### src/rtl/lli_pkg.sv
package lli_pkg;
   localparam int unsigned DESC_WORDS = 4;
   localparam int unsigned IDX_W      = 2;
   localparam int unsigned W_SRC      = 0;
   localparam int unsigned W_DST      = 1;
   localparam int unsigned W_NEXT     = 2;
   localparam int unsigned W_CTRL     = 3;

   typedef enum logic [2:0] {
      SEL_SRC  = 3'd0,
      SEL_DST  = 3'd1,
      SEL_NEXT = 3'd2,
      SEL_CTRL = 3'd3,
      SEL_CFG  = 3'd4
   } reg_sel_e;

   typedef enum logic [1:0] {
      ST_IDLE,
      ST_LAUNCH,
      ST_MOVE,
      ST_FETCH
   } seq_state_e;
endpackage

### src/rtl/lli_fetch_unit.sv
module lli_fetch_unit
   import lli_pkg::*;
#(
   parameter int unsigned AW = 32,
   parameter int unsigned DW = 32
) (
   input  logic                     clk_i,
   input  logic                     rst_ni,
   input  logic                     go_i,
   input  logic [AW-3:0]            ptr_i,
   input  logic                     ack_i,
   input  logic [DW-1:0]            data_i,
   input  logic                     err_i,
   output logic                     req_o,
   output logic [AW-1:0]            addr_o,
   output logic                     fin_o,
   output logic                     fault_o,
   output logic [DESC_WORDS*DW-1:0] words_o
);
   localparam logic [IDX_W-1:0] LAST_IDX = IDX_W'(DESC_WORDS - 1);

   logic             active_q;
   logic [IDX_W-1:0] idx_q;
   logic [AW-3:0]    base_q;
   logic             take;

   assign take = active_q & ack_i;

   always_ff @(posedge clk_i or negedge rst_ni) begin
      if (!rst_ni) begin
         active_q <= 1'b0;
         idx_q    <= '0;
         base_q   <= '0;
      end else if (go_i) begin
         active_q <= 1'b1;
         idx_q    <= '0;
         base_q   <= ptr_i;
      end else if (take) begin
         if (err_i || (idx_q == LAST_IDX)) begin
            active_q <= 1'b0;
         end else begin
            idx_q <= idx_q + 1'b1;
         end
      end
   end

   assign req_o   = active_q;
   assign addr_o  = {base_q, 2'b00} + {{(AW-IDX_W-2){1'b0}}, idx_q, 2'b00};
   assign fault_o = take & err_i;
   assign fin_o   = take & ~err_i & (idx_q == LAST_IDX);

   for (genvar w = 0; w < DESC_WORDS - 1; w++) begin : g_stage
      logic [DW-1:0] stage_q;
      always_ff @(posedge clk_i or negedge rst_ni) begin
         if (!rst_ni) begin
            stage_q <= '0;
         end else if (take && !err_i && (idx_q == IDX_W'(w))) begin
            stage_q <= data_i;
         end
      end
      assign words_o[w*DW +: DW] = stage_q;
   end

   assign words_o[(DESC_WORDS-1)*DW +: DW] = data_i;
endmodule

### src/rtl/lli_seq_ctrl.sv
module lli_seq_ctrl
   import lli_pkg::*;
(
   input  logic clk_i,
   input  logic rst_ni,
   input  logic en_set_i,
   input  logic next_null_i,
   input  logic tc_en_i,
   input  logic mv_done_i,
   input  logic mv_err_i,
   input  logic fin_i,
   input  logic fault_i,
   output logic mv_start_o,
   output logic fetch_go_o,
   output logic commit_o,
   output logic stop_o,
   output logic busy_o,
   output logic tc_pulse_o,
   output logic err_pulse_o
);
   seq_state_e state_q, state_d;
   logic       tc_d, err_d, tc_q, err_q;

   always_comb begin
      state_d    = state_q;
      mv_start_o = 1'b0;
      fetch_go_o = 1'b0;
      commit_o   = 1'b0;
      stop_o     = 1'b0;
      tc_d       = 1'b0;
      err_d      = 1'b0;
      unique case (state_q)
         ST_IDLE: begin
            if (en_set_i) state_d = ST_LAUNCH;
         end
         ST_LAUNCH: begin
            mv_start_o = 1'b1;
            state_d    = ST_MOVE;
         end
         ST_MOVE: begin
            if (mv_done_i) begin
               if (mv_err_i) begin
                  err_d   = 1'b1;
                  stop_o  = 1'b1;
                  state_d = ST_IDLE;
               end else begin
                  tc_d = tc_en_i;
                  if (next_null_i) begin
                     stop_o  = 1'b1;
                     state_d = ST_IDLE;
                  end else begin
                     fetch_go_o = 1'b1;
                     state_d    = ST_FETCH;
                  end
               end
            end
         end
         ST_FETCH: begin
            if (fault_i) begin
               err_d   = 1'b1;
               stop_o  = 1'b1;
               state_d = ST_IDLE;
            end else if (fin_i) begin
               commit_o = 1'b1;
               state_d  = ST_LAUNCH;
            end
         end
         default: state_d = ST_IDLE;
      endcase
   end

   always_ff @(posedge clk_i or negedge rst_ni) begin
      if (!rst_ni) begin
         state_q <= ST_IDLE;
         tc_q    <= 1'b0;
         err_q   <= 1'b0;
      end else begin
         state_q <= state_d;
         tc_q    <= tc_d;
         err_q   <= err_d;
      end
   end

   assign busy_o      = (state_q != ST_IDLE);
   assign tc_pulse_o  = tc_q;
   assign err_pulse_o = err_q;
endmodule

### src/rtl/lli_chan_regs.sv
module lli_chan_regs
   import lli_pkg::*;
#(
   parameter int unsigned AW     = 32,
   parameter int unsigned DW     = 32,
   parameter int unsigned EN_BIT = 0
) (
   input  logic                     clk_i,
   input  logic                     rst_ni,
   input  logic                     sw_wr_i,
   input  logic [2:0]               sw_sel_i,
   input  logic [DW-1:0]            sw_wdata_i,
   input  logic                     busy_i,
   input  logic                     commit_i,
   input  logic [DESC_WORDS*DW-1:0] words_i,
   input  logic                     stop_i,
   output logic [AW-1:0]            src_o,
   output logic [AW-1:0]            dst_o,
   output logic [AW-1:0]            nxt_o,
   output logic [DW-1:0]            ctrl_o,
   output logic [DW-1:0]            cfg_o,
   output logic                     en_set_o
);
   logic          sw_ok;
   logic [AW-1:0] src_q, dst_q, nxt_q;
   logic [DW-1:0] ctrl_q, cfg_q;

   assign sw_ok    = sw_wr_i & ~busy_i;
   assign en_set_o = sw_ok & (sw_sel_i == SEL_CFG) & sw_wdata_i[EN_BIT];

   always_ff @(posedge clk_i or negedge rst_ni) begin
      if (!rst_ni) begin
         src_q  <= '0;
         dst_q  <= '0;
         nxt_q  <= '0;
         ctrl_q <= '0;
      end else if (commit_i) begin
         src_q  <= words_i[W_SRC*DW  +: AW];
         dst_q  <= words_i[W_DST*DW  +: AW];
         nxt_q  <= words_i[W_NEXT*DW +: AW];
         ctrl_q <= words_i[W_CTRL*DW +: DW];
      end else if (sw_ok) begin
         case (sw_sel_i)
            SEL_SRC:  src_q  <= sw_wdata_i[AW-1:0];
            SEL_DST:  dst_q  <= sw_wdata_i[AW-1:0];
            SEL_NEXT: nxt_q  <= sw_wdata_i[AW-1:0];
            SEL_CTRL: ctrl_q <= sw_wdata_i;
            default:  ;
         endcase
      end
   end

   always_ff @(posedge clk_i or negedge rst_ni) begin
      if (!rst_ni) begin
         cfg_q <= '0;
      end else if (stop_i) begin
         cfg_q[EN_BIT] <= 1'b0;
      end else if (sw_ok && (sw_sel_i == SEL_CFG)) begin
         cfg_q <= sw_wdata_i;
      end
   end

   assign src_o  = src_q;
   assign dst_o  = dst_q;
   assign nxt_o  = nxt_q;
   assign ctrl_o = ctrl_q;
   assign cfg_o  = cfg_q;
endmodule

### src/rtl/lli_chain_seq.sv
module lli_chain_seq
   import lli_pkg::*;
#(
   parameter int unsigned AW     = 32,
   parameter int unsigned DW     = 32,
   parameter int unsigned EN_BIT = 0,
   parameter int unsigned TC_BIT = 31
) (
   input  logic          clk_i,
   input  logic          rst_ni,
   input  logic          sw_wr_i,
   input  logic [2:0]    sw_sel_i,
   input  logic [DW-1:0] sw_wdata_i,
   output logic [AW-1:0] src_addr_o,
   output logic [AW-1:0] dst_addr_o,
   output logic [AW-1:0] next_ptr_o,
   output logic [DW-1:0] ctrl_o,
   output logic [DW-1:0] cfg_o,
   output logic          mrd_req_o,
   output logic [AW-1:0] mrd_addr_o,
   input  logic          mrd_ack_i,
   input  logic [DW-1:0] mrd_data_i,
   input  logic          mrd_err_i,
   output logic          mv_start_o,
   input  logic          mv_done_i,
   input  logic          mv_err_i,
   output logic          busy_o,
   output logic          tc_pulse_o,
   output logic          err_pulse_o
);
   if (AW < 8 || AW > DW) begin : g_bad_aw
      $error("lli_chain_seq: AW must lie between 8 and DW");
   end
   if (EN_BIT >= DW) begin : g_bad_en
      $error("lli_chain_seq: EN_BIT outside configuration word");
   end
   if (TC_BIT >= DW) begin : g_bad_tc
      $error("lli_chain_seq: TC_BIT outside control word");
   end

   logic                     en_set, next_null, fetch_go, commit, stop;
   logic                     fin, fault;
   logic [DESC_WORDS*DW-1:0] words;

   assign next_null = (next_ptr_o[AW-1:2] == '0);

   lli_chan_regs #(.AW(AW), .DW(DW), .EN_BIT(EN_BIT)) regs_i (
      .clk_i      (clk_i),
      .rst_ni     (rst_ni),
      .sw_wr_i    (sw_wr_i),
      .sw_sel_i   (sw_sel_i),
      .sw_wdata_i (sw_wdata_i),
      .busy_i     (busy_o),
      .commit_i   (commit),
      .words_i    (words),
      .stop_i     (stop),
      .src_o      (src_addr_o),
      .dst_o      (dst_addr_o),
      .nxt_o      (next_ptr_o),
      .ctrl_o     (ctrl_o),
      .cfg_o      (cfg_o),
      .en_set_o   (en_set)
   );

   lli_seq_ctrl ctrl_i (
      .clk_i       (clk_i),
      .rst_ni      (rst_ni),
      .en_set_i    (en_set),
      .next_null_i (next_null),
      .tc_en_i     (ctrl_o[TC_BIT]),
      .mv_done_i   (mv_done_i),
      .mv_err_i    (mv_err_i),
      .fin_i       (fin),
      .fault_i     (fault),
      .mv_start_o  (mv_start_o),
      .fetch_go_o  (fetch_go),
      .commit_o    (commit),
      .stop_o      (stop),
      .busy_o      (busy_o),
      .tc_pulse_o  (tc_pulse_o),
      .err_pulse_o (err_pulse_o)
   );

   lli_fetch_unit #(.AW(AW), .DW(DW)) fetch_i (
      .clk_i   (clk_i),
      .rst_ni  (rst_ni),
      .go_i    (fetch_go),
      .ptr_i   (next_ptr_o[AW-1:2]),
      .ack_i   (mrd_ack_i),
      .data_i  (mrd_data_i),
      .err_i   (mrd_err_i),
      .req_o   (mrd_req_o),
      .addr_o  (mrd_addr_o),
      .fin_o   (fin),
      .fault_o (fault),
      .words_o (words)
   );
endmodule

### config.mk
export PLATFORM = sky130hd
export DESIGN_NAME = lli_chain_seq
export DESIGN_NICKNAME = d
export VERILOG_FILES = /design/src/rtl/lli_pkg.sv /design/src/rtl/lli_fetch_unit.sv /design/src/rtl/lli_seq_ctrl.sv /design/src/rtl/lli_chan_regs.sv /design/src/rtl/lli_chain_seq.sv
export SDC_FILE = /design/constraint.sdc
export NUM_CORES = 1
export LEC_CHECK = 0
export BUFFER_PORTS_ARGS = -buffer_cell sky130_fd_sc_hd__buf_2
export CAP_MARGIN = 20
export CORE_ASPECT_RATIO = 1.5
export CORE_MARGIN = 2
export CORE_UTILIZATION = 25
export CTS_CLUSTER_SIZE = 28
export DETAILED_ROUTE_END_ITERATION = 16
export SYNTH_ARGS = -nofsm -noshare
export SYNTH_HDL_FRONTEND = slang
export SYNTH_SLANG_ARGS = --single-unit
### constraint.sdc
create_clock -name clk_i -period 2.8 [get_ports clk_i]
set_input_delay 0.42 -clock clk_i [delete_from_list [all_inputs] [get_ports clk_i]]
set_output_delay 0.42 -clock clk_i [all_outputs]
set_load 0.02 [all_outputs]
Word-level counts from Yosys, hierarchy flattened
Index checks and enable logic that the tools add are counted.
- bitwise logic cells: 10
- eq/ne operators: 14
- add/subtract/negate cells: 2
- reductions and logical operators: 28
- muxes and demuxes: 46
- operators with widths (operator ; count):
    $mux W32 ; 12
    $add A32 B4 Y32 ; 1
    $logic_not A30 Y1 ; 1
    $mux W1 ; 22
    $mux W2 ; 9
    $reduce_bool A2 Y1 ; 9
    $reduce_and A2 Y1 ; 7
    $eq A2 B2 Y1 const B ; 4
    $pmux W2 S4 ; 1
    $and A1 B1 Y1 ; 7
    $eq A3 B2 Y1 const B ; 2
    $logic_and A1 B1 Y1 ; 5
    $eq A2 B1 Y1 const B ; 2
    $logic_not A2 Y1 ; 2
    $ne A2 B2 Y1 const B ; 2
    $pmux W1 S2 ; 2
    $eq A3 B1 Y1 const B ; 1
    $eq A3 B3 Y1 const B ; 1
    $logic_not A3 Y1 ; 1
    $ne A3 B1 Y1 const B ; 1
    $not A1 Y1 ; 3
    $reduce_and A3 Y1 ; 1
    $add A2 B1 Y2 const B ; 1
    $ne A2 B1 Y1 const B ; 1
    other kinds (2) ; 2
- output and inout bits: 197
- register bits: 293
- word-level logic and storage cells: 115
- bits of input ports: 74

Logic depth before layout (Yosys ltp)
Gate-level depths: netlist of run 1.
- depth in word-level cells: 8
- mapped depth: 9
- depth with buffers taken out: 6

Modules after synthesis
A second synthesis of run 1 with hierarchy kept.
- cell total of the unflattened synthesis: 1244
- area total of the unflattened synthesis: 13987.2 µm²
- modules (own cells, without submodules) (module ; instances ; area an instance (µm²) ; cells an instance):
    lli_chan_regs ; 1 ; 7945.1 ; 804
    lli_fetch_unit ; 1 ; 5718.0 ; 401
    lli_seq_ctrl ; 1 ; 254.0 ; 28
    lli_chain_seq ; 1 ; 70.1 ; 11

Least setup slack after synthesis of run 1
Ideal clock, no wire load.
- path type: register to output
- from: reg fetch_i.idx_q[0]
- to: out mrd_addr_o[26]
- data required time: 2.380 ns
- path slack: 0.394 ns
- cell stages (with the launch flop): 7
- arrival time: 1.986 ns
- cell sequence: dfrtp_1 -> ha_1 -> fa_1 -> nand3_1 -> nor4_4 -> nand4_1 -> xnor2_1
- word-level cells in the longest chain between the ends: 1
- ends and longest elaborated chain (what ; line ; source):
    start: declaration ; lli_fetch_unit.sv:23 ; logic [IDX_W-1:0] idx_q;
    start signal: assignment ; lli_fetch_unit.sv:42 ; idx_q <= idx_q + 1'b1;
    $add A32 B4 Y32 ; lli_fetch_unit.sv:48 ; assign addr_o = {base_q, 2'b00} + {{(AW-IDX_W-2){1'b0}}, idx_q, 2'b00};
    end: declaration ; lli_chain_seq.sv:20 ; output logic [AW-1:0] mrd_addr_o,
No other way between the ends.

Worst setup path after layout of run 1
- from: reg fetch_i.idx_q[0]
- to: out mrd_addr_o[24]
Same word-level chain as after synthesis.

==> impl_metrics.csv, run 1 <==
group,metric,value,unit
timing,final_max_slew_viol_count,0,
placed_design,place_congestion,0.8446,
placed_design,post-dp-hpwl,28700,um
setup_path,endpoint_kind,"primary output",
timing,layout_worst_path_cycle_share,1.025,
grt,grt_pass1_vias,9223,
floorplanning,design.core.area,50800,um^2
setup_path,r2r.worst_path.cells,8,
clock_tree,cts_buffer_depth,3,
setup_path,cp.arrival,2.45,ns
timing,tightest_slew,0.7052,ns
detailed_routing,final_antenna_net_count,0,
floorplanning,fp.dieW,189.2,um
logic_synthesis,post_synth_instance_area,12860,um^2
min_path,worst_hold_startpoint,"mrd_data_i[20]",
setup_path,worstSetupPathType,"reg2out",
grt,grt_use_total,0.1493,
grt,antenna_violations_before_repair,3,
detailed_routing,dr_vias_cell,4.561,
timing,hold_violations,0,
detailed_routing,first_iter_violations,408,
run_status,status,"finished, violations left",
logic_synthesis,yosysWarnings,0,
grt,grt_start_max_net_pins,74,
power,ir_worst_vdd,708.8,uV
logic_synthesis,ys_seq_elements,293,
setup_path,worstReg2RegEnd,"regs_i.ctrl_o[8]$_DFFE_PN0P_",
final_layout,finalNetCount,1398,
floorplanning,top_level_ports,271,
setup_path,crit_buf_inv,2,
run_status,violations_in_the_final_reports,"setup timing",
clock_tree,worst_setup_hold_path_clk_slew,0.06,ns
detailed_routing,drtPass1Iterations,5,
flow_run,max_cap_violations,0,
detailed_routing,route.final.wire_length,40750,um
clock_tree,root_buffer,"clkbuf_16",
setup_path,critical_path.reg2reg.startpoint,"fetch_i.idx_q[1]$_DFFE_PN0P_",
final_layout,area.growth.synth_to_final,27.45,%
logic_synthesis,synth-seq-area-share,0.5699,
logic_synthesis,post_synth_num_cell_types,40,
grt,grt_pass1_wl,59640,um
setup_path,critical-path-max-stage-delay,0.40,ns
clock_tree,cts_buffers,30,
detailed_routing,drt_drc_violations_left,0,
power,power_per_cell_area,1147,nW/um^2
detailed_routing,detailroute.via_count,9164,
logic_synthesis,yosys.area.top_type,"dfrtp_1",
placed_design,place_worst_setup_slack,0.2842,ns
detailed_routing,avgRoutedWirePerCell,20.28,um
setup_path,crit_fanout,5,
timing,grt_setup_unrepaired,"true",
placed_design,port_buffers,268,
final_layout,post-route-util,0.3227,
floorplanning,design.die.area,53330,um^2
logic_synthesis,cell_types_occupying_the_most_area_after_synthesis,"dfrtp_1 57%, mux2_2 13%, mux2i_1 10%",
setup_path,critical_path.cell_chain,"ha_4 > fa_2 > nand3_4 > nor4_4 > buf_6 > nand4_1 > xnor2_1 > buf_4",
logic_synthesis,syn-instance-count,1035,
min_path,holdCritPathClass,"in2reg",
timing,setup_viol,4,
logic_synthesis,post-synth-top-area-fraction,0.5699,
final_layout,final_layout_size_suffix_gt1_frac,0.3988,
clock_tree,htree_num_levels,1,
power,leakage,8.213,nW
min_path,hold_end,"regs_i.ctrl_o[20]$_DFFE_PN0P_",
setup_path,data_required_critical_path,2.38,ns
floorplanning,die_ht,281.8,um
timing,fin_ws,-0.06949,ns
timing,fmax,348.5,MHz
timing,timing.slew.headroom,0.5298,
setup_path,start_kind,"flip-flop",
setup_path,timing.reg2reg.setup_slack,0.53,ns
setup_path,timing.critical_path.slowest_stage_cell,"dfrtp_1",
min_path,worstHoldPathCells,3,
timing,timing.final.crit_period,2.869,ns
timing,finalClockSkew,0.01404,ns
grt,grt.overflow.total,0,
clock_tree,clk_latency,0.59,ns
floorplanning,fp-row-count,101,
floorplanning,starting_density,0.2532,
setup_path,largest_delay_contributor_family_on_the_critical_path,"simple AND/OR/NAND/NOR gates",
clock_tree,tritoncts_num_sinks,293,
clock_tree,cts_tree,"built",
logic_synthesis,syn-mean-instance-area,12.43,um^2
-- stage by stage --
step | cells | power, mW | setup TNS (ns) | instance area [um^2] | hold slack, ns
after CTS | 2004 | 18.92 | -0.2449 | 16280 | 0.04429
final | 2009 | 18.80 | -0.1130 | 16400 | 0.07958
after global placement | 1941 | 14.16 | 0 | 15070 | 0.3933
after global routing | 2009 | 19.83 | -1.629 | 16400 | 0.09156
after detailed placement | 1941 | 14.36 | 0 | 15070 | 0.3923
after floorplan | 1036 | 11.38 | 0 | 12870 | 0.1244
-- sequential cells by signal, summed over array words and instances (netlist names) --
register	flops
regs_i.nxt_o	32
regs_i.src_o	32
fetch_i.req_o	1
regs_i.cfg_o	32
ctrl_i.tc_pulse_o	1
ctrl_i.state_q	2
ctrl_i.err_pulse_o	1
fetch_i.g_stage.stage_q	96
fetch_i.base_q	30
fetch_i.idx_q	2
regs_i.ctrl_o	32
regs_i.dst_o	32
-- routing by layer --
| layer | track usage | wire, um |
|---|---|---|
| met2 | 0.2610 | 20570 |
| met3 | 0.02402 | 1936 |
| met5 | 0 | 13 |
| met4 | 0.06718 | 1710 |
| met1 | 0.1803 | 16520 |
-- logic make-up after synthesis --
kind of cell | synth area share
adder cells (fa/ha/maj) | 0.007391
other | 0.0002915
AND/OR/NAND/NOR | 0.07722
flip-flops | 0.5699
multiplexers | 0.2387
AO/OA/AOI/OAI | 0.05573
XOR/XNOR | 0.01974
buffers and inverters | 0.03102
-- where the power goes --
group          leakage [nW]  internal [mW]  switching (mW)
clock network         0.531           2.64            1.75
logic                  4.05           2.77            3.91
registers              3.63           6.17            1.56
-- cell type report --
type | instances | area [um^2]
clock inverter | 11 | 207.7
clock buffer | 43 | 879.6
sequential | 293 | 7337
inverter | 4 | 15.01
timing repair buffer | 312 | 1861
tap | 669 | 837.1
fill | 5210 | 34410
multi-input combinational | 676 | 5256
antenna | 1 | 2.502
-- worst max path at each step --
| stage | from | endpoint | slack (ns) | cells after the start |
|---|---|---|---|---|
| floorplan | fetch_i.idx_q[0]$_DFFE_PN0P_ | mrd_addr_o[26] | 0.39 | 6 |
| global placement | fetch_i.idx_q[0]$_DFFE_PN0P_ | mrd_addr_o[26] | 0.36 | 8 |
| detailed placement | fetch_i.idx_q[0]$_DFFE_PN0P_ | mrd_addr_o[24] | 0.28 | 8 |
| CTS | fetch_i.idx_q[0]$_DFFE_PN0P_ | mrd_addr_o[24] | -0.08 | 8 |
| global route | fetch_i.idx_q[0]$_DFFE_PN0P_ | mrd_addr_o[18] | -0.17 | 8 |
| finish | fetch_i.idx_q[0]$_DFFE_PN0P_ | mrd_addr_o[24] | -0.07 | 8 |
-- worst reg2reg max path: stages (launching register included) --
cell and delay, ns:
dfrtp_2 0.40, buf_4 0.12, buf_4 0.12, ha_1 0.23
nand3_1 0.15, nor3_4 0.20, buf_12 0.30, buf_4 0.45
o21ai_0 0.18
-- synthesized netlist by cell type, drive strengths merged --
cell and count:
xor2 5, fa 1, nand4 15, clkbuf 13
a311oi 1, o21bai 1, ha 6, nor3 3
o31ai 1, nand3b 2, o221ai 1, and2 5
mux2i 129, conb 1, a21oi 2, nor4 9
mux2 158, nor4b 1, and3 6, and4 1
nand2 146, o21ai 131, nand3 12, and3b 1
buf 50, dfrtp 293, a21o 1, nor2 9
or3b 1, xnor2 24, inv 4, nor2b 2
-- repair_timing --
| action | in CTS | in global routing |
|---|---|---|
| cloned | 2 | 0 |
| setup endpoints to repair | 23 | 18 |
| pin swaps | 12 | 9 |
| hold endpoints to repair | 48 | 0 |
| setup buffers | 6 | 6 |
| resized for setup | 20 | 17 |
| hold buffers | 1 | 0 |
-- placed cells by master (no fill, tap or decap), drive strengths merged, types with 3 or more instances in the layout --
master / synthesis / layout
nand2: 146 / 146
clkbuf: 13 / 43
nor4: 9 / 9
nor3: 3 / 3
mux2i: 129 / 129
bufinv: 0 / 5
buf: 50 / 311
nand4: 15 / 15
nor2: 9 / 9
and3: 6 / 6
clkinv: 0 / 5
xnor2: 24 / 24
and2: 5 / 5
inv: 4 / 4
ha: 6 / 6
xor2: 5 / 5
o21ai: 131 / 131
mux2: 158 / 158
nand3: 12 / 12
dfrtp: 293 / 293
No activity file was read; power rests on OpenSTA's default activity.
==> run 2: changes to the inputs <==
--- a/config.mk
+++ b/config.mk
@@ -5,6 +5,7 @@
 export SDC_FILE = /design/constraint.sdc
 export NUM_CORES = 1
 export LEC_CHECK = 0
+export ABC_AREA = 1
 export BUFFER_PORTS_ARGS = -buffer_cell sky130_fd_sc_hd__buf_2
 export CAP_MARGIN = 20
 export CORE_ASPECT_RATIO = 1.5
==> run 2 against run 1 <==
  * The flow now finishes without violations
  * Worst hold slack lost 0.011 ns
  * Global-route usage grew 1.7 points
  * Worst setup slack improved by 0.13 ns
  * Clock skew hardly changed
  * Non-clock buffer count down 9
  * Largest cell class unchanged
  * Die area shrank 0.49%
  * Largest power group unchanged
  * Final area down 1.1%
  * Critical path depth up 2
  * Critical endpoint is now mrd_addr_o[28]
  * Register-to-register slack lost 0.05 ns
  * Count of clock-buffer cells in the layout down 5
==> impl_metrics.csv, run 2 <==
group,metric,value,unit
power,power_per_cell_area,1136,nW/um^2
logic_synthesis,post_synth_num_cell_types,30,
floorplanning,fp-row-count,101,
logic_synthesis,yosysWarnings,0,
timing,tightest_slew,0.7531,ns
power,ir_worst_vdd,509.2,uV
timing,final_max_slew_viol_count,0,
final_layout,nFillCells,5351,
clock_tree,cts_buffers,31,
timing,setup_viol,0,
setup_path,data_required_critical_path,2.38,ns
detailed_routing,detailroute.via_count,11090,
setup_path,start_kind,"flip-flop",
grt,grt_pass1_vias,11050,
placed_design,place_congestion,0.8748,
clock_tree,root_buffer,"clkbuf_16",
clock_tree,tritoncts_num_sinks,293,
setup_path,worstSetupPathType,"reg2out",
placed_design,port_buffers,268,
floorplanning,starting_density,0.2526,
logic_synthesis,syn-mean-instance-area,8.661,um^2
final_layout,area.growth.synth_to_final,26.72,%
placed_design,place_worst_setup_slack,0.3476,ns
clock_tree,htree_num_levels,1,
flow_run,max_cap_violations,0,
final_layout,final_layout_size_suffix_gt1_frac,0.2319,
floorplanning,design.die.area,53070,um^2
timing,timing.slew.headroom,0.4961,
timing,layout_worst_path_cycle_share,0.9788,
grt,antenna_violations_before_repair,4,
power,total_power,18.44,mW
timing,timing.final.crit_period,2.741,ns
floorplanning,design.core.area,50670,um^2
final_layout,mostFrequentLayoutCells,"551 x nand2_1, 292 x dfrtp_1, 261 x buf_2",
power,swShare,0.4069,
detailed_routing,drtPass1Iterations,5,
clock_tree,cts_tree,"built",
setup_path,crit_fanout,3,
setup_path,cp.arrival,2.32,ns
power,switching_power,7.502,mW
min_path,holdCritPathClass,"in2reg",
power,leakage,8.168,nW
grt,grt.overflow.total,0,
detailed_routing,drt_drc_violations_left,0,
final_layout,finalNetCount,1826,
clock_tree,worst_setup_hold_path_clk_slew,0.06,ns
final_layout,layout.cell_area.non_filler,16220,um^2
run_status,status,"complete, no violations",
logic_synthesis,post_synth_most_frequent_cells,"558 x nand2_1, 293 x dfrtp_1, 152 x o21ai_0",
grt,grt_start_max_net_pins,104,
timing,fmax,364.9,MHz
timing,hold_violations,0,
logic_synthesis,synth-seq-area-share,0.5728,
clock_tree,clk_latency,0.57,ns
power,power.combinational.fraction,0.360,
final_layout,layout_commonest_cell,"nand2_1",
clock_tree,cts_buffer_depth,3,
logic_synthesis,synth_enable_flop_cells,0,
logic_synthesis,post-synth-top-area-fraction,0.5728,
timing,finalClockSkew,0.01420,ns
timing,fin_ws,0.05928,ns
power,clkPwrFrac,0.236,
detailed_routing,avgRoutedWirePerCell,18.39,um
detailed_routing,final_antenna_net_count,0,
placed_design,post-dp-hpwl,32020,um
placed_design,post_dp_cell_area,14940,um^2
timing,grt_setup_unrepaired,"true",
grt,grt_use_total,0.1661,
logic_synthesis,yosys.area.top_type,"dfrtp_1",
detailed_routing,dr_vias_cell,4.557,
floorplanning,top_level_ports,271,
setup_path,endpoint_kind,"primary output",
setup_path,timing.reg2reg.setup_slack,0.48,ns
detailed_routing,route.final.wire_length,44770,um
logic_synthesis,syn-instance-count,1478,
logic_synthesis,synth_ff_type,"dfrtp_1",
logic_synthesis,post_synth_instance_area,12800,um^2
logic_synthesis,cell_types_occupying_the_most_area_after_synthesis,"dfrtp_1 57%, nand2_1 16%, o21ai_0 5.9%",
floorplanning,die_ht,281.1,um
grt,grt_pass1_wl,67650,um
logic_synthesis,async_reset_ff_frac,1.000,
logic_synthesis,ys_seq_elements,293,
detailed_routing,first_iter_violations,675,
final_layout,flip_flop_count_of_the_largest_register_all_copies_and_words_added,96,
floorplanning,fp.dieW,188.8,um
logic_synthesis,synth.most_common_cell,"nand2_1",
power,power.internal,10.93,mW
power,power.share.sequential,0.404,
final_layout,largest_register,"fetch_i.g_stage.stage_q",
-- run 2: cells by family after synthesis --
kind of cell,Yosys count,share of synthesized area
adders and majority gates,7,0.007428
buffers and inverters,191,0.06216
and+or+nand+nor,727,0.2275
other,1,0.0002929
muxes,1,0.0008796
AOI/OAI and AO/OA,230,0.1098
xor gates and xnor gates,28,0.01916
DFF,293,0.5728
-- run 2: through the flow --
step                      TNS (ns)  hold WS (ns)  cells    util
after CTS                 -0.03760       0.03547   2429  0.3181
after detailed placement         0        0.3594   2368  0.2948
after global placement           0        0.3534   2368  0.2948
after global routing      -0.07496       0.06148   2434  0.3201
after floorplan                  0        0.1244   1479       -
final                            0       0.06833   2434  0.3201
-- run 2: area by class of cell --
class / count / area, um^2 / share of cell area
Antenna cell: 1 / 2.502 / 0.0001543
Clock buffer: 38 / 842.1 / 0.05191
Clock inverter: 14 / 211.5 / 0.01304
Inverter: 121 / 456.7 / 0.02815
Multi-Input combinational cell: 995 / 4800 / 0.2959
Sequential cell: 293 / 7333 / 0.4521
Tap cell: 669 / 837.1 / 0.05160
Timing Repair Buffer: 303 / 1739 / 0.1072
-- run 2: what timing repair did --
item,CTS,global route
pin swaps,5,6
gates cloned,0,0
gates resized for setup,16,16
hold buffers,1,0
setup endpoints to repair,13,16
endpoints found under the hold margin,41,0
buffers inserted,8,3
-- run 2: final timing paths --
check | start | endpoint | cells after the start
max | fetch_i.base_q[0]$_DFFE_PN0P_ | mrd_addr_o[28] | 10
min | sw_wdata_i[14] | regs_i.cfg_o[14]$_DFFE_PN0P_ | 3
max reg2reg | fetch_i.idx_q[0]$_DFFE_PN0P_ | regs_i.dst_o[30]$_DFFE_PN0P_ | 8
min reg2reg | regs_i.nxt_o[0]$_DFFE_PN0P_ | regs_i.nxt_o[0]$_DFFE_PN0P_ | 2
max in group asynchronous | rst_ni | regs_i.cfg_o[23]$_DFFE_PN0P_ | 3
min in group asynchronous | rst_ni | regs_i.ctrl_o[4]$_DFFE_PN0P_ | 2
-- run 2: metal layers --
| metal | share of wire | global-route usage |
|---|---|---|
| met5 | 0.00054 | 0 |
| met4 | 0.036 | 0.06510 |
| met3 | 0.054 | 0.02760 |
| met2 | 0.49 | 0.2862 |
| met1 | 0.42 | 0.2069 |
-- run 2: worst max-delay path, stage by stage, from the launching register on --
cell and delay [ns]:
dfrtp_1 0.36, ha_2 0.19, fa_2 0.23, nand3_4 0.10, inv_4 0.09, nand2_4 0.05
nor2_4 0.11, nand3b_1 0.15, nor2_1 0.15, xor2_1 0.16, buf_4 0.16
-- run 2: power groups by stage --
| stage | clock [mW] | combinational, mW | sequential, mW |
|---|---|---|---|
| 4_1_cts | 4.46 | 6.68 | 7.44 |
| 3_5_place_dp | 0 | 6.60 | 7.49 |
| 2_1_floorplan | 0 | 2.70 | 8.50 |
| 3_3_place_gp | 0 | 6.48 | 7.45 |
| 6_report | 4.35 | 6.63 | 7.45 |
| 5_1_grt | 4.61 | 7.29 | 7.67 |
==> run 3: changes to the inputs <==
==> constraint.sdc (replaced) <==
create_clock -name clk_i -period 3.36 [get_ports clk_i]
set_input_delay 0.504 -clock clk_i [delete_from_list [all_inputs] [get_ports clk_i]]
set_output_delay 0.504 -clock clk_i [all_outputs]
set_load 0.02 [all_outputs]
==> run 3 against run 2 <==
  * The flow now finishes with violations (hold timing)
  * Via count decreased by 0.18%
  * Sequential power fell by 16%
  * Largest power group unchanged
  * Die area unchanged
  * Utilization is 0.60 points lower
  * Total power decreased by 18%
  * Critical path type unchanged
  * Non-clock buffer count fell by 12
  * Count of clock-buffer cells in the layout rose by 1
  * Global-route usage grew 0.51 points
==> impl_metrics.csv, run 3 (synthesis gave the netlist of run 2 again) <==
group,metric,value,unit
placed_design,post-dp-hpwl,32840,um
placed_design,post-place-cells,2368,
floorplanning,design.core.area,50670,um^2
power,ir_worst_vdd,447.0,uV
clock_tree,clk_latency,0.58,ns
clock_tree,cts_buffers,30,
grt,grt_use_total,0.1712,
timing,fin_setup_tns,0,ns
power,switching_power,6.310,mW
timing,layout_worst_path_cycle_share,0.9239,
detailed_routing,drtPass1Iterations,7,
floorplanning,starting_density,0.2526,
setup_path,cp.arrival,2.60,ns
grt,grt_pass1_vias,11040,
flow_run,max_cap_violations,0,
timing,fmax,322.1,MHz
final_layout,largest_register,"fetch_i.g_stage.stage_q",
timing,finalClockSkew,0.01172,ns
placed_design,port_buffers,268,
setup_path,start_kind,"flip-flop",
final_layout,layout_commonest_cell,"nand2_1",
timing,timing.slew.headroom,0.2970,
setup_path,endpoint_kind,"primary output",
grt,antenna_violations_before_repair,1,
setup_path,critical_path.reg2reg.startpoint,"ctrl_i.state_q[0]$_DFFE_PN0P_",
power,power_per_cell_area,952.9,nW/um^2
power,power.internal,8.857,mW
power,leakage,8.062,nW
setup_path,crit_fanout,4,
final_layout,flip_flop_count_of_the_largest_register_all_copies_and_words_added,96,
clock_tree,worst_setup_hold_path_clk_slew,0.06,ns
final_layout,mostFrequentLayoutCells,"554 x nand2_1, 293 x dfrtp_1, 267 x buf_2",
detailed_routing,avgRoutedWirePerCell,18.88,um
grt,grt_start_max_net_pins,100,
clock_tree,root_buffer,"clkbuf_16",
timing,hold_violations,22,
power,power.share.sequential,0.415,
setup_path,worstSetupPathType,"reg2out",
final_layout,final_cell_count_no_fill,2423,
detailed_routing,dr_vias_cell,4.570,
floorplanning,top_level_ports,271,
power,clkPwrFrac,0.228,
min_path,holdCritPathClass,"in2async",
detailed_routing,first_iter_violations,734,
clock_tree,tritoncts_num_sinks,293,
detailed_routing,route.final.wire_length,45760,um
final_layout,final_layout_size_suffix_gt1_frac,0.2173,
clock_tree,cts_buffer_depth,3,
timing,setup_viol,0,
clock_tree,htree_num_levels,1,
final_layout,post-route-util,0.3141,
detailed_routing,drt_drc_violations_left,0,
setup_path,critPathLaunch,"fetch_i.base_q[0]$_DFFE_PN0P_",
run_status,violations_in_the_final_reports,"hold timing",
floorplanning,fp.dieW,188.8,um
final_layout,finalNetCount,1813,
grt,grt.overflow.total,0,
grt,grt_pass1_wl,69030,um
detailed_routing,detailroute.via_count,11070,
setup_path,data_required_critical_path,2.86,ns
floorplanning,design.die.area,53070,um^2
placed_design,place_congestion,0.8591,
power,power.combinational.fraction,0.357,
timing,hold_ws,-0.04115,ns
clock_tree,cts_tree,"built",
timing,final_max_slew_viol_count,0,
power,swShare,0.4160,
final_layout,area.growth.synth_to_final,24.34,%
floorplanning,fp-row-count,101,
timing,tightest_slew,1.052,ns
timing,grt_setup_unrepaired,"false",
floorplanning,die_ht,281.1,um
detailed_routing,final_antenna_net_count,0,
timing,timing.final.crit_period,3.104,ns
run_status,status,"finished, violations left",
clock_tree,cts_hold_repair.buffers,0,
==> run 3: final timing paths <==
path | endpoint | slack (ns) | cells after the start
hold reg to reg | regs_i.cfg_o[15]$_DFFE_PN0P_ | 0.48 | 2
hold / removal | fetch_i.g_stage[0].stage_q[6]$_DFFE_PN0P_ | -0.04 | 1
setup / recovery | mrd_addr_o[18] | 0.26 | 10
setup reg to reg | regs_i.ctrl_o[17]$_DFFE_PN0P_ | 0.85 | 8
min in group clk_i | regs_i.cfg_o[14]$_DFFE_PN0P_ | 0.14 | 3
max in group asynchronous | regs_i.nxt_o[24]$_DFFE_PN0P_ | 2.56 | 2
==> run 3: power groups by stage <==
stage | logic, mW | clock network (mW) | registers (mW)
CTS | 5.50 | 3.54 | 6.28
finish | 5.41 | 3.46 | 6.29
floorplan | 2.25 | 0 | 7.09
global placement | 5.39 | 0 | 6.31
global route | 5.97 | 3.67 | 6.47
detailed placement | 5.49 | 0 | 6.31
==> run 3: what timing repair did <==
item                                    in CTS  in global routing
buffers inserted                             0                  1
gates resized for setup                      0                  1
endpoints found under the setup margin       0                  2
==> run 3: worst max-delay path, cell delays in order (launching register included) <==
cell and delay [ns]:
dfrtp_1 0.39, ha_1 0.23, fa_1 0.41, nand3_2 0.13
inv_1 0.09, nand2_1 0.16, nor2_4 0.06, nand2_1 0.10
nor2_1 0.06, xor2_1 0.20, buf_2 0.20
==> run 3: cell type report <==
cell class / instances / area, um^2
Fill cell: 5308 / 34760
Sequential cell: 293 / 7332
Multi-Input combinational cell: 995 / 4717
Timing Repair Buffer: 291 / 1574
Clock buffer: 39 / 865.8
Tap cell: 669 / 837.1
Inverter: 121 / 454.2
Clock inverter: 14 / 133.9
Antenna cell: 1 / 2.502
==> run 3: metal layers <==
metal	GRT usage	wire [um]	vias up
li1	-	-	5227
met4	0.07071	1779	0
met2	0.2948	22400	372
met3	0.02385	2413	84
met5	0	0	-
met1	0.2149	19170	5389
==> run 3: per-stage QoR <==
step	instance area (um^2)	power (mW)	worst slack, ns
final	15920	15.17	0.2556
after CTS	15900	15.32	0.1817
after floorplan	12800	9.336	0.9771
after global placement	14880	11.70	0.7351
after detailed placement	14900	11.80	0.6965
after global routing	15920	16.11	0.03277
